==> config.mk <==
export PLATFORM = sky130hd
export DESIGN_NAME = buf_slice_alloc
export DESIGN_NICKNAME = d
export VERILOG_FILES = /design/src/rtl/buf_slice_alloc_pkg.sv /design/src/rtl/slice_first_free.sv /design/src/rtl/slice_pool.sv /design/src/rtl/buf_slice_alloc.sv
export SDC_FILE = /design/constraint.sdc
export NUM_CORES = 1
export LEC_CHECK = 0
export ABC_AREA = 1
export BUFFER_PORTS_ARGS = -buffer_cell sky130_fd_sc_hd__buf_2
export CORE_ASPECT_RATIO = 1.2
export CORE_UTILIZATION = 45
export DETAILED_ROUTE_END_ITERATION = 8
export PLACE_DENSITY_LB_ADDON = 0.15
export SLEW_MARGIN = 25
export SYNTH_ARGS = -nofsm -noshare
export SYNTH_HDL_FRONTEND = slang
export SYNTH_SLANG_ARGS = --single-unit
==> constraint.sdc <==
create_clock -name clk -period 3.98 [get_ports clk]
set_input_delay 0.398 -clock clk [delete_from_list [all_inputs] [get_ports clk]]
set_output_delay 0.398 -clock clk [all_outputs]
set_load 0.1 [all_outputs]
==> src/rtl/buf_slice_alloc_pkg.sv <==
package buf_slice_alloc_pkg;
  localparam int unsigned CARVE_FIELD_W = 16;

  typedef struct packed {
    logic [CARVE_FIELD_W-1:0] size;
    logic [CARVE_FIELD_W-1:0] base;
  } carveout_t;

  typedef enum logic {
    POOL_TX = 1'b0,
    POOL_RX = 1'b1
  } pool_sel_e;
endpackage

==> src/rtl/slice_first_free.sv <==
module slice_first_free #(
  parameter int unsigned N     = 32,
  parameter int unsigned IDX_W = (N > 1) ? $clog2(N) : 1
) (
  input  logic [N-1:0]     free_vec,
  output logic             found,
  output logic [IDX_W-1:0] idx
);
  always_comb begin
    found = 1'b0;
    idx   = '0;
    for (int i = N - 1; i >= 0; i--) begin
      if (free_vec[i]) begin
        found = 1'b1;
        idx   = IDX_W'(i);
      end
    end
  end
endmodule

==> src/rtl/slice_pool.sv <==
module slice_pool #(
  parameter int unsigned MAX_SLICES = 32,
  parameter int unsigned SIZE_W     = 17,
  parameter int unsigned SLICE_SH   = 11,
  parameter int unsigned IDX_W      = $clog2(MAX_SLICES)
) (
  input  logic                  clk,
  input  logic                  rst_n,
  input  logic [SIZE_W-1:0]     mem_size,
  input  logic                  alloc_en,
  input  logic                  rel_en,
  input  logic [15:0]           rel_base,
  output logic                  grant_ok,
  output logic [IDX_W-1:0]      grant_idx,
  output logic                  rel_bad,
  output logic [MAX_SLICES-1:0] occ
);
  logic [SIZE_W-1:0]     n_slices;
  logic [MAX_SLICES-1:0] usable;
  logic [MAX_SLICES-1:0] occ_nxt;
  logic [IDX_W-1:0]      rel_idx;
  logic                  rel_do;
  logic                  alloc_do;
  logic                  occ_en;

  assign n_slices = mem_size >> SLICE_SH;

  for (genvar g = 0; g < MAX_SLICES; g++) begin : g_usable
    assign usable[g] = (SIZE_W'(g) < n_slices);
  end

  slice_first_free #(.N(MAX_SLICES), .IDX_W(IDX_W)) u_ff (
    .free_vec (usable & ~occ),
    .found    (grant_ok),
    .idx      (grant_idx)
  );

  assign rel_idx  = rel_base[SLICE_SH +: IDX_W];
  assign rel_bad  = rel_en & (SIZE_W'(rel_base) >= mem_size);
  assign rel_do   = rel_en & ~rel_bad;
  assign alloc_do = alloc_en & grant_ok;
  assign occ_en   = rel_do | alloc_do;

  always_comb begin
    occ_nxt = occ;
    if (rel_do) begin
      occ_nxt[rel_idx] = 1'b0;
    end else if (alloc_do) begin
      occ_nxt[grant_idx] = 1'b1;
    end
  end

  always_ff @(posedge clk or negedge rst_n) begin
    if (!rst_n) begin
      occ <= '0;
    end else if (occ_en) begin
      occ <= occ_nxt;
    end
  end
endmodule

==> src/rtl/buf_slice_alloc.sv <==
module buf_slice_alloc
  import buf_slice_alloc_pkg::*;
#(
  parameter int unsigned SLICE_BYTES = 2048,
  parameter int unsigned MAX_SLICES  = 32,
  parameter int unsigned SIZE_W      = 17
) (
  input  logic              clk,
  input  logic              rst_n,
  input  logic [SIZE_W-1:0] tx_mem_size,
  input  logic [SIZE_W-1:0] rx_mem_size,
  input  logic              alloc_req,
  input  logic              alloc_dir,
  output logic              alloc_gnt,
  output logic              alloc_busy,
  output logic [31:0]       alloc_word,
  input  logic              rel_valid,
  input  logic              rel_dir,
  input  logic [31:0]       rel_word,
  output logic              rel_warn
);
  localparam int unsigned SLICE_SH = $clog2(SLICE_BYTES);
  localparam int unsigned IDX_W    = $clog2(MAX_SLICES);
  localparam int unsigned NPOOL    = 2;

  logic [SIZE_W-1:0]     pool_size [NPOOL];
  logic                  pool_ok   [NPOOL];
  logic [IDX_W-1:0]      pool_idx  [NPOOL];
  logic                  pool_bad  [NPOOL];
  logic [MAX_SLICES-1:0] pool_occ  [NPOOL];
  logic [MAX_SLICES-1:0] tx_occ;
  logic [MAX_SLICES-1:0] rx_occ;
  carveout_t             rel_cw;
  carveout_t             grant_cw;
  logic                  sel_ok;
  logic [IDX_W-1:0]      sel_idx;

  assign pool_size[POOL_TX] = tx_mem_size;
  assign pool_size[POOL_RX] = rx_mem_size;
  assign rel_cw    = carveout_t'(rel_word);
  assign alloc_gnt = alloc_req & ~rel_valid;

  for (genvar p = 0; p < NPOOL; p++) begin : g_pool
    slice_pool #(
      .MAX_SLICES (MAX_SLICES),
      .SIZE_W     (SIZE_W),
      .SLICE_SH   (SLICE_SH),
      .IDX_W      (IDX_W)
    ) u_pool (
      .clk       (clk),
      .rst_n     (rst_n),
      .mem_size  (pool_size[p]),
      .alloc_en  (alloc_gnt & (alloc_dir == 1'(p))),
      .rel_en    (rel_valid & (rel_dir == 1'(p))),
      .rel_base  (rel_cw.base),
      .grant_ok  (pool_ok[p]),
      .grant_idx (pool_idx[p]),
      .rel_bad   (pool_bad[p]),
      .occ       (pool_occ[p])
    );
  end

  assign tx_occ  = pool_occ[POOL_TX];
  assign rx_occ  = pool_occ[POOL_RX];
  assign sel_ok  = alloc_dir ? pool_ok[POOL_RX]  : pool_ok[POOL_TX];
  assign sel_idx = alloc_dir ? pool_idx[POOL_RX] : pool_idx[POOL_TX];

  always_comb begin
    grant_cw = '0;
    if (alloc_gnt && sel_ok) begin
      grant_cw.size = CARVE_FIELD_W'(SLICE_BYTES);
      grant_cw.base = CARVE_FIELD_W'(sel_idx) << SLICE_SH;
    end
  end

  assign alloc_word = grant_cw;
  assign alloc_busy = alloc_gnt & ~sel_ok;
  assign rel_warn   = rel_dir ? pool_bad[POOL_RX] : pool_bad[POOL_TX];
endmodule

==> flow_metrics.py <==
metrics = {
    "clock_network": {
        "cts_tree": "yes",
        "clock_sinks": 64,
        "clock_latency_ps": 330,
        "cts_setup_buffers": 0,
        "htreeDepth": 3,
        "clk_path_buf_depth": 2,
        "ctsResizeCount": 0,
        "ctsRootBufferMaster": "clkbuf_16",
        "clkTransAtPathRegs_ps": 50,
        "cts_made_buffers": 9,
        "ctsHoldBuffers": 0,
    },
    "drt": {
        "dr.first_iter.drc_count": 393,
        "viasPerCell": 5.151,
        "ant_nets": 0,
        "wl_per_cell_um": 15.31,
        "drt_first_pass_iters": 5,
        "vias": 5754,
        "drc_errors": 0,
        "totalWireLength_um": 17100,
    },
    "grt": {
        "grt_pass1_vias": 5380,
        "grt_overflow": 0,
        "grt_use_total_pct": 26.77,
        "grt_max_degree": 38,
        "grt_pass1_wl_um": 27210,
        "antenna_found_initial": 0,
    },
    "cells_and_area": {
        "regArea_sq_mm": 0.001602,
        "post-route-util_pct": 53.10,
        "fin_nets": 1055,
        "largest_reg_flops": 64,
        "fin_area_sq_mm": 0.006519,
        "diodes": 0,
        "fill_cells": 1257,
        "top_register": "g_pool.u_pool.occ",
        "syn_to_final_growth_pct": 13.26,
        "drive_above_1_share_pct": 15.48,
        "top_regs": "g_pool.u_pool.occ x64",
        "multi_input_area_sq_mm": 0.003455,
    },
    "sta": {
        "post-route-period-util_pct": 91.41,
        "rsz0062_at_grt": "false",
        "skew_ps": 4.697,
        "relSlewSlack_pct": 44.61,
        "period_needed_ps": 3638,
        "drv_slew": 0,
        "hold_slack_ps": 166.5,
        "fmax_mhz": 274.9,
        "setup_viol": 0,
        "final_hold_viol_count": 0,
        "finalWorstSetupSlack_ps": 342.1,
        "tightest_slew_ps": 830.9,
    },
    "critical_path": {
        "r2r_end": "g_pool[1].u_pool.occ[10]",
        "critPathKind": "input pin to output pin",
        "r2r_start": "g_pool[1].u_pool.occ[26]",
        "startpoint": "tx_mem_size[15]",
        "crit_path_start_kind": "input pin",
        "endpoint_kind": "output pin",
        "worstPathArrival_ps": 3240,
        "crit_end": "alloc_word[14]",
        "reg2reg_depth": 15,
        "r2r_slack_ps": 1260,
        "cp.required_ps": 3580,
        "crit_fanout": 7,
    },
    "pwr": {
        "p_comb_share_pct": 47.0,
        "p_int_mw": 1.549,
        "clkPwrFrac_pct": 25.1,
        "p_total_mw": 2.837,
        "ir_worst_vdd_mv": 0.2051,
        "p_switching_mw": 1.288,
        "power_frac_seq_pct": 27.9,
        "power.leakage_nw": 3.438,
        "p_sw_share_pct": 45.41,
        "power_density_mw_per_mm2": 435.2,
    },
    "place": {
        "port_buffers": 64,
        "gp_congestion": 0.9230,
        "dp_hpwl_um": 13990,
        "place_ws_ps": 282.5,
        "dpl_cell_area_sq_mm": 0.006237,
    },
    "yosys": {
        "avgSynthCellArea_sq_um": 6.563,
        "synth_area_sq_mm": 0.005756,
        "synthCells": 877,
        "yosysWarnings": 0,
        "synth_cell_types": 44,
        "synth_seq_cells": 64,
        "ys.flop_type": "dfrtp_1",
        "synth_edf_count": 0,
        "seq_area_frac_synth_pct": 27.83,
        "async_reset_ff_share_pct": 100.0,
    },
    "floorplan": {
        "core_area_sq_mm": 0.01228,
        "fp.dieArea_sq_mm": 0.01325,
        "die_h_um": 125.9,
        "initial_core_util_pct": 46.88,
        "die_width_um": 105.2,
        "ios": 107,
        "num_rows": 44,
    },
    "outcome": {
        "status": "finished clean",
    },
    "hold_path": {
        "hold_path_class": "input pin to async pin",
    },
    "run": {
        "maxCapViolations": 0,
    },
}
[cell usage after synthesis, types with 5 or more instances]
library cell	number	area, sq um
inv_2	10	37.54
a211o_1	5	43.79
buf_4	26	195.2
a31oi_1	10	62.56
inv_1	144	540.5
a21oi_1	25	125.1
clkbuf_1	7	26.28
nand2_1	203	762.0
o21ai_1	30	150.1
o21ai_0	79	395.4
nand4_1	9	56.30
nand2_4	6	67.56
o211ai_1	7	52.55
nand2_2	5	31.28
nor2_1	87	326.6
nor3_1	37	185.2
nand3_1	21	105.1
ha_1	32	400.4
nor2_2	6	37.54
o21bai_1	13	97.59
a211oi_1	5	37.54
dfrtp_1	64	1602
[through the flow]
stage	setup TNS (ps)	instances
global route	0	1117
detailed placement	0	1101
floorplan	-900.7	902
global placement	0	1101
CTS	0	1117
finish	0	1117
[critical path: stages]
cell      delay (ps)
buf_2            130
nor2_4           220
inv_4             70
nor2_4           150
inv_2             60
nor2_1           150
inv_2             90
o21bai_2         190
nand2_1          110
nor2_1           150
inv_1            100
nor4_4           300
nand2_1          140
nand2_1          100
nor2_1            40
inv_1            160
nand2_1          150
inv_1            150
a211oi_2          60
clkbuf_4         290
[metal layers]
| layer | part of all wire [%] | vias to the layer above | track usage, % | wire length, um |
|---|---|---|---|---|
| met5 | 0 | - | 0 | 0 |
| met4 | 2.2 | 0 | 8.948 | 381 |
| met3 | 4.8 | 25 | 2.795 | 819 |
| met2 | 48 | 193 | 45.51 | 8251 |
| met1 | 45 | 2582 | 35.41 | 7650 |
| li1 | - | 2954 | - | - |
[cell type report]
cell class	count	area share, %
multi-input cells	648	52.99
inverters	155	9.002
flip-flops and latches	64	24.57
clock buffers	12	3.781
repair buffers	73	6.257
clock inverters	4	0.3071
well taps	161	3.090
[worst min-delay path by stage]
stage,depth (start not counted),from,endpoint,slack (ps)
3_5_place_dp,2,g_pool[1].u_pool.occ[1],g_pool[1].u_pool.occ[1],480
4_1_cts,1,rst_n,g_pool[0].u_pool.occ[15],190
3_3_place_gp,2,g_pool[0].u_pool.occ[1],g_pool[0].u_pool.occ[1],480
5_1_grt,1,rst_n,g_pool[1].u_pool.occ[29],240
2_1_floorplan,0,rst_n,g_pool[0].u_pool.occ[0],100
6_report,1,rst_n,g_pool[1].u_pool.occ[31],170
[cells in the final DEF (no fill, tap or decap), types with 11 or more instances in the layout]
cell and count:
a21oi_1 24, buf_2 61, conb_1 26, dfrtp_1 64
ha_1 32, inv_1 144, nand2_1 203, nand3_1 21
nor2_1 87, nor3_1 37, o21ai_0 79, o21ai_1 30
o21bai_1 11
[kinds of logic after synthesis]
kind of cell             after synthesis  synth area share, %
AND/OR/NAND/NOR                      392                30.52
adder cells (fa/ha/maj)               32                6.956
buffers and inverters                190                14.28
other                                  1              0.06515
AO/OA/AOI/OAI                        198                20.35
flip-flops                            64                27.83
[power by group through the flow]
stage          registers (mW)  clock network [mW]  logic, mW
3_5_place_dp            0.804                   0       1.31
5_1_grt                 0.801               0.752       1.46
6_report                0.792               0.712       1.33
2_1_floorplan           0.780                   0       1.01
3_3_place_gp            0.802                   0       1.31
4_1_cts                 0.792               0.716       1.31
Power figures use the tool's default switching activity.
